`src/rtl/lru_reuse_profiler.sv`:
```
module lru_reuse_profiler #(
  parameter int ADDR_W   = 12,
  parameter int DEPTH    = 8,
  parameter int SET_BITS = 1,
  parameter int CNT_W    = 16,
  localparam int NSETS   = 1 << SET_BITS,
  localparam int IW      = $clog2(DEPTH + 1),
  localparam int SW      = CNT_W + IW
) (
  input  logic              clk,
  input  logic              rst_n,
  input  logic              clear,
  input  logic              acc_valid,
  input  logic [ADDR_W-1:0] acc_addr,
  input  logic [IW-1:0]     rd_idx,
  output logic [CNT_W-1:0]  rd_count,
  input  logic [IW-1:0]     q_assoc,
  output logic [SW-1:0]     q_misses
);

  logic [NSETS-1:0][DEPTH-1:0][ADDR_W-1:0] tag_q;
  logic [NSETS-1:0][DEPTH-1:0]             vld_q;
  logic [DEPTH:0][CNT_W-1:0]               cnt_q;

  logic [SET_BITS-1:0] set_i;
  logic [DEPTH-1:0]    match;
  logic                hit;
  logic [IW-1:0]       hit_pos;
  logic [IW-1:0]       bump_idx;
  logic [IW-1:0]       a_eff;
  logic [SW-1:0]       deep_sum;

  assign set_i    = acc_addr[SET_BITS-1:0];
  assign bump_idx = hit ? hit_pos : IW'(DEPTH);
  assign a_eff    = (int'(q_assoc) > DEPTH) ? IW'(DEPTH) : q_assoc;
  assign rd_count = (int'(rd_idx) <= DEPTH) ? cnt_q[rd_idx] : '0;

  always_comb begin
    hit     = 1'b0;
    hit_pos = IW'(DEPTH);
    for (int i = 0; i < DEPTH; i++)
      match[i] = vld_q[set_i][i] && (tag_q[set_i][i] == acc_addr);
    for (int i = DEPTH - 1; i >= 0; i--)
      if (match[i]) begin
        hit     = 1'b1;
        hit_pos = IW'(i);
      end
  end

  always_comb begin
    deep_sum = '0;
    for (int j = 0; j <= DEPTH; j++)
      if (j >= int'(a_eff)) deep_sum = deep_sum + SW'(cnt_q[j]);
  end

  always_ff @(posedge clk or negedge rst_n) begin
    if (!rst_n) begin
      tag_q <= '0;
      vld_q <= '0;
    end else if (clear) begin
      vld_q <= '0;
    end else if (acc_valid) begin
      for (int i = 1; i < DEPTH; i++)
        if (!hit || i <= int'(hit_pos)) begin
          tag_q[set_i][i] <= tag_q[set_i][i-1];
          vld_q[set_i][i] <= vld_q[set_i][i-1];
        end
      tag_q[set_i][0] <= acc_addr;
      vld_q[set_i][0] <= 1'b1;
    end
  end

  always_ff @(posedge clk or negedge rst_n) begin
    if (!rst_n)
      cnt_q <= '0;
    else if (clear)
      cnt_q <= '0;
    else if (acc_valid && (cnt_q[bump_idx] != '1))
      cnt_q[bump_idx] <= cnt_q[bump_idx] + 1'b1;
  end

  always_ff @(posedge clk or negedge rst_n) begin
    if (!rst_n) q_misses <= '0;
    else        q_misses <= deep_sum;
  end

endmodule

```
`config.mk`:
```
export PLATFORM = sky130hd
export DESIGN_NAME = lru_reuse_profiler
export DESIGN_NICKNAME = d
export VERILOG_FILES = /design/src/rtl/lru_reuse_profiler.sv
export SDC_FILE = /design/constraint.sdc
export NUM_CORES = 1
export LEC_CHECK = 0
export BUFFER_PORTS_ARGS = -buffer_cell sky130_fd_sc_hd__buf_2
export CAP_MARGIN = 0
export CORE_MARGIN = 5
export CORE_UTILIZATION = 45
export DETAILED_ROUTE_END_ITERATION = 8
export GPL_TIMING_DRIVEN = 0
export SYNTH_ARGS = -nofsm -noshare
export SYNTH_HDL_FRONTEND = slang
export SYNTH_SLANG_ARGS = --single-unit
```
`constraint.sdc`:
```
create_clock -name clk -period 14.1 [get_ports clk]
set_clock_uncertainty 0.05 [all_clocks]
set_input_delay 0 -clock clk [delete_from_list [all_inputs] [get_ports clk]]
set_output_delay 0 -clock clk [all_outputs]
set_load 0.05 [all_outputs]
```
# Word level (Yosys, flattened, before mapping)
# Cells that the tools add are included.
# totals
ff_bits	372
latchBits	0
ram_bits	0
romBits	0
in_bits	24
output_inout_bits	36
elab_cells	225
mem_count	0
# classes
n_addsub	9
multipliers	0
div_mod_pow	0
magnitude_cmp	23
eq_ne	9
shifts	0
mux	132
bitwise	2
n_reduce_logical	22
# op_table
operator	count
$mux W192	21
$bwmux W192	8
$demux W96 S1	8
$mux W16	28
$mux W144	2
$mux W96	3
$add A20 B16 Y20	8
$mux W20	8
$bwmux W144	1
$bmux W16 S4	2
$bwmux W16	7
$eq A12 B12 Y1	8
$mux W84	1
$mux W72	1
$demux W16 S4	1
$demux W8 S1	8
$mux W60	1
$mux W48	1
$mux W4	11
$mux W36	1
$mux W24	1
$mux W8	3
$add A16 B1 Y16 const B	1
$ge A3 B4 Y1 const A	4
other kinds (27)	59

# Depth between registers and ports, before layout
# depth
depth_word	44
depth_mapped	64
depth_no_buf	62

# Least setup slack after synthesis
# No wires, ideal clock.
# synth_timing
kind	input port to flip-flop
from	in q_assoc[0]
to	reg q_misses[19]
setup_time_ns	0.082
t_arrival_ns	10.230
required_time_ns	13.968
slack_ns	3.737
path_stages	57
path_buffers	3
path_cell_list	nor4_1 -> clkbuf_1 -> clkbuf_1 -> and2_1 -> ha_1 -> a21o_1 -> a31oi_1 -> o31ai_1 -> a21oi_1 -> o21ai_0 -> nand2_1 -> xor2_1 -> nor2_1 -> ha_1 -> clkbuf_1 -> a21oi_1 -> o41ai_1 -> or3_1 -> (+21 left out) -> ha_1 -> and2_1 -> a31o_2 -> nor3_1 -> xor2_1 -> nor2_1 -> ha_1 -> and3_1 -> a21oi_1 -> a31oi_1 -> o41ai_1 -> nor2_1 -> nand2_1 -> mux2i_1 -> nor3_1 -> a221oi_1 -> xor2_1 -> o22ai_1
# synth_via
elab_chain_cells	20
elab_cells_between_ends	28
classes_between	add/sub (8); order compare (10); mux (10)
# synth_lines
item	line	source
start: declaration	17	input logic [IW-1:0] q_assoc,
$gt A4 B4 Y1	35	assign a_eff = (int'(q_assoc) > DEPTH) ? IW'(DEPTH) : q_assoc;
$mux W4 *	35	
$ge A1 B4 Y1	53	if (j >= int'(a_eff)) deep_sum = deep_sum + SW'(cnt_q[j]);
$mux W16	53	
$add A20 B16 Y20	53	
$mux W20	53	
$add A20 B16 Y20	53	
$mux W20	53	
(+5 left out)	n/a	
$mux W20	53	
$add A20 B16 Y20	53	
$mux W20	53	
$add A20 B16 Y20	53	
$mux W20	53	
$add A20 B16 Y20	53	
$mux W20 *	53	
net deep_sum[19]	31	logic [SW-1:0] deep_sum;
end signal: assignment	84	else q_misses <= deep_sum;
end: declaration	18	output logic [SW-1:0] q_misses
# The timed path passes the listed nets; every way through them passes the cells marked *.
# A chain may end at the register's enable or synchronous reset.

# Final worst setup path
# layout_timing
from	reg cnt_q[0] in the netlist's numbering
to	reg q_misses[19]
# layout_via
elab_chain_cells	17
# layout_lines
item	line	source
start: declaration	23	logic [DEPTH:0][CNT_W-1:0] cnt_q;
start signal: indexed assignment	79	cnt_q[bump_idx] <= cnt_q[bump_idx] + 1'b1;
$mux W16 *	53	
$add A20 B16 Y20	53	
$mux W20 *	53	
$add A20 B16 Y20	53	
$mux W20 *	53	
$add A20 B16 Y20	53	
$mux W20 *	53	
$add A20 B16 Y20	53	
(+2 left out)	n/a	
$mux W20 *	53	
$add A20 B16 Y20	53	
$mux W20 *	53	
$add A20 B16 Y20	53	
$mux W20 *	53	
$add A20 B16 Y20	53	
$mux W20 *	53	
net deep_sum[19]	31	
# Marks and branches as above.

==> impl_metrics.py <==
metrics = {
    "run_status": {
        "status": "finished, violations left",
        "failed_checks": "max-capacitance violations, max-slew violations",
    },
    "logic_synthesis": {
        "synth_cell_type_count": 104,
        "synthArstFlopShare": 1.000,
        "synthCells": 2842,
        "synth_nets": 3006,
        "yosys_most_used_dff": "dfrtp_1",
        "synth_area_um2": 25700,
        "avgSynthCellArea_um2": 9.043,
        "yosysWarnings": 0,
        "synth-edff-count": 0,
        "ys_ff_latch": 371,
        "ys_seq_area_frac": 0.3612,
    },
    "grt": {
        "grt.total_usage": 0.3099,
        "first_global_vias": 22520,
        "grt_antenna_before_repair": 2,
        "grt_max_degree": 123,
        "grt_pass1_wl_um": 147400,
        "grt.overflow.total": 0,
    },
    "critical_path": {
        "reg2reg_to": "q_misses[19]",
        "crit_arrival_ns": 13.34,
        "ff2ff_setup_slack_ns": 1.20,
        "cp.required_ns": 14.54,
        "worstSetupPathType": "register to register",
        "max_stage_delay_ns": 0.69,
        "crit_family": "compound AO/OA/AOI/OAI gates",
        "worstSetupEndpointType": "register",
        "worstRegToRegCells": 54,
        "r2r_start": "cnt_q[0]",
        "cp_slowest_cell": "o41ai_1",
        "path_buf_inv": 1,
        "crit_path_start_kind": "register",
        "cp_max_fo": 7,
        "crit_top_cell": "ha_1",
    },
    "power": {
        "cellPowerDensity_nw_per_um2": 106.0,
        "p_total_mw": 3.042,
        "peakVddDrop_mv": 0.1202,
        "p_leak_nw": 12.67,
    },
    "die": {
        "dieArea_um2": 61990,
        "die_w_um": 249.0,
        "rows": 87,
        "core_area_um2": 56500,
        "ios": 60,
        "die_y_um": 249.0,
        "start_util": 0.4549,
    },
    "finish": {
        "drive_gt1_frac": 0.09829,
        "final_cells": 3738,
        "num-nets-final": 3110,
        "fin_area_um2": 28700,
        "layout_commonest_cell": "nor2_1",
        "finish.utilization": 0.5080,
        "areaGrowthSynthToFinish_pct": 11.66,
        "mostFrequentLayoutCells": "nor2_1 (387), dfrtp_1 (371), nand2_1 (273)",
    },
    "worst_hold_path": {
        "hold_depth": 3,
        "worstHoldStart": "clear",
        "hold_path.class": "primary input to register",
        "hold_end": "cnt_q[82]",
    },
    "timing": {
        "max_freq_mhz": 77.51,
        "finalHoldViolations": 0,
        "fin_crit_ns": 12.90,
        "maxSlewHeadroom": -0.04856,
        "rsz0062_at_grt": "false",
        "worst_pin_slew_ns": 1.562,
        "fin_setup_tns_ns": 0,
        "fin_crit_sh": 0.9150,
        "slew_viol_final": 30,
        "finalSetupViolCount": 0,
    },
    "clocking": {
        "cts_made_buffers": 44,
        "htreeDepth": 2,
        "cts_tree": "done",
        "clockRootBuffer": "clkbuf_16",
        "cts_buffer_depth": 3,
        "cts.sinks": 371,
        "cts.clk_slew.worst_paths_ns": 0.06,
        "clock_latency_ns": 0.58,
    },
    "placement": {
        "dp_hpwl_um": 77820,
        "placed_cells": 3644,
        "gp_congestion": 0.9869,
        "dpl_cell_area_um2": 26990,
        "port_buffers": 43,
    },
    "route": {
        "drc": 0,
        "antenna_left": 0,
        "wirelength_um": 99480,
        "wl_per_cell_um": 26.61,
        "firstDrtPassIters": 5,
        "vias": 23300,
        "drt_iter0_markers": 2189,
        "via_per_inst": 6.234,
    },
    "job": {
        "max-cap-violations": 3,
    },
}
==> tightest hold or removal path, cell delays in order <==
cell and delay [ns]:
clkbuf_1 0.31, a21oi_4 0.36, a22o_1 0.18
==> metal layers <==
metal	vias up	GRT usage	routed length (µm)
li1	10460	-	-
met1	11530	0.4090	41190
met2	1033	0.5013	46090
met3	282	0.04521	6350
met4	0	0.1528	5853
met5	-	0	0
==> what timing repair did <==
action,4_1_cts,5_1_grt
hold endpoints to repair,162,0
gates resized for setup,0,1
endpoints found under the setup margin,0,1
hold buffers,12,0
setup buffers,0,0
==> cell families (layout without fill, tap and decap cells) <==
logic type,count (synthesis),in the layout,synth area share
buffers and inverters,200,339,0.03753
other,0,1,0
and+or+nand+nor,1032,1032,0.1892
AOI/OAI and AO/OA,698,698,0.1773
adders and majority gates,142,142,0.07127
xor gates and xnor gates,202,202,0.06937
muxes,197,197,0.09410
DFF,371,371,0.3612
==> registers in the layout, summed over array words and instances (netlist names) <==
name,flops
tag_q,191
q_misses,20
cnt_q,144
vld_q,16
==> area by class of cell <==
cell class | instances | area [µm²]
inverters | 60 | 225.2
repair buffers | 58 | 445.4
flip-flops and latches | 371 | 9284
diodes | 1 | 2.502
well taps | 756 | 945.9
multi-input cells | 2271 | 15490
clock buffers | 59 | 1250
plain buffers | 140 | 739.5
fillers | 5332 | 27800
clock inverters | 22 | 311.5
==> worst max-delay path by stage <==
stage	start	end	cells after the start
final	cnt_q[0]	q_misses[19]	54
after CTS	q_assoc[0]	q_misses[19]	58
after floorplan	q_assoc[0]	q_misses[19]	57
after global routing	q_assoc[0]	q_misses[19]	59
after global placement	q_assoc[0]	q_misses[19]	58
after detailed placement	q_assoc[0]	q_misses[19]	58
==> metrics by stage <==
step	hold WS [ns]	setup WS [ns]
after detailed placement	-0.1326	0.3433
after CTS	0.2267	0.9286
final	0.2593	1.199
after global placement	0.3044	0.5350
after floorplan	-0.3456	3.737
after global routing	0.2437	0.1826
==> Yosys cell counts, drive strengths merged (19+ instances only) <==
cell type | count | area, µm²
a21o | 32 | 240.2
nor4 | 50 | 390.4
a31oi | 19 | 133.9
and2 | 29 | 183.9
nor2b | 21 | 131.4
xor2 | 43 | 376.6
mux4 | 32 | 720.7
a22o | 39 | 341.6
clkbuf | 81 | 304.0
ha | 132 | 1652
nand2 | 273 | 1025
nor3 | 87 | 466.7
inv | 60 | 225.2
mux2 | 25 | 285.3
nand4 | 28 | 175.2
dfrtp | 371 | 9284
mux2i | 140 | 1413
o21ai | 202 | 1030
a211oi | 43 | 337.8
xnor2 | 158 | 1384
a21oi | 194 | 993.4
nor2 | 391 | 1498
nand2b | 24 | 150.1
buf | 59 | 435.4
nand3 | 44 | 220.2
==> power by group <==
group / internal [mW] / total (mW) / switching, mW
Combinational: 0.186 / 0.530 / 0.343
Clock: 0.753 / 1.23 / 0.477
Sequential: 1.20 / 1.28 / 0.0791
No activity file was read; power rests on OpenSTA's default activity.
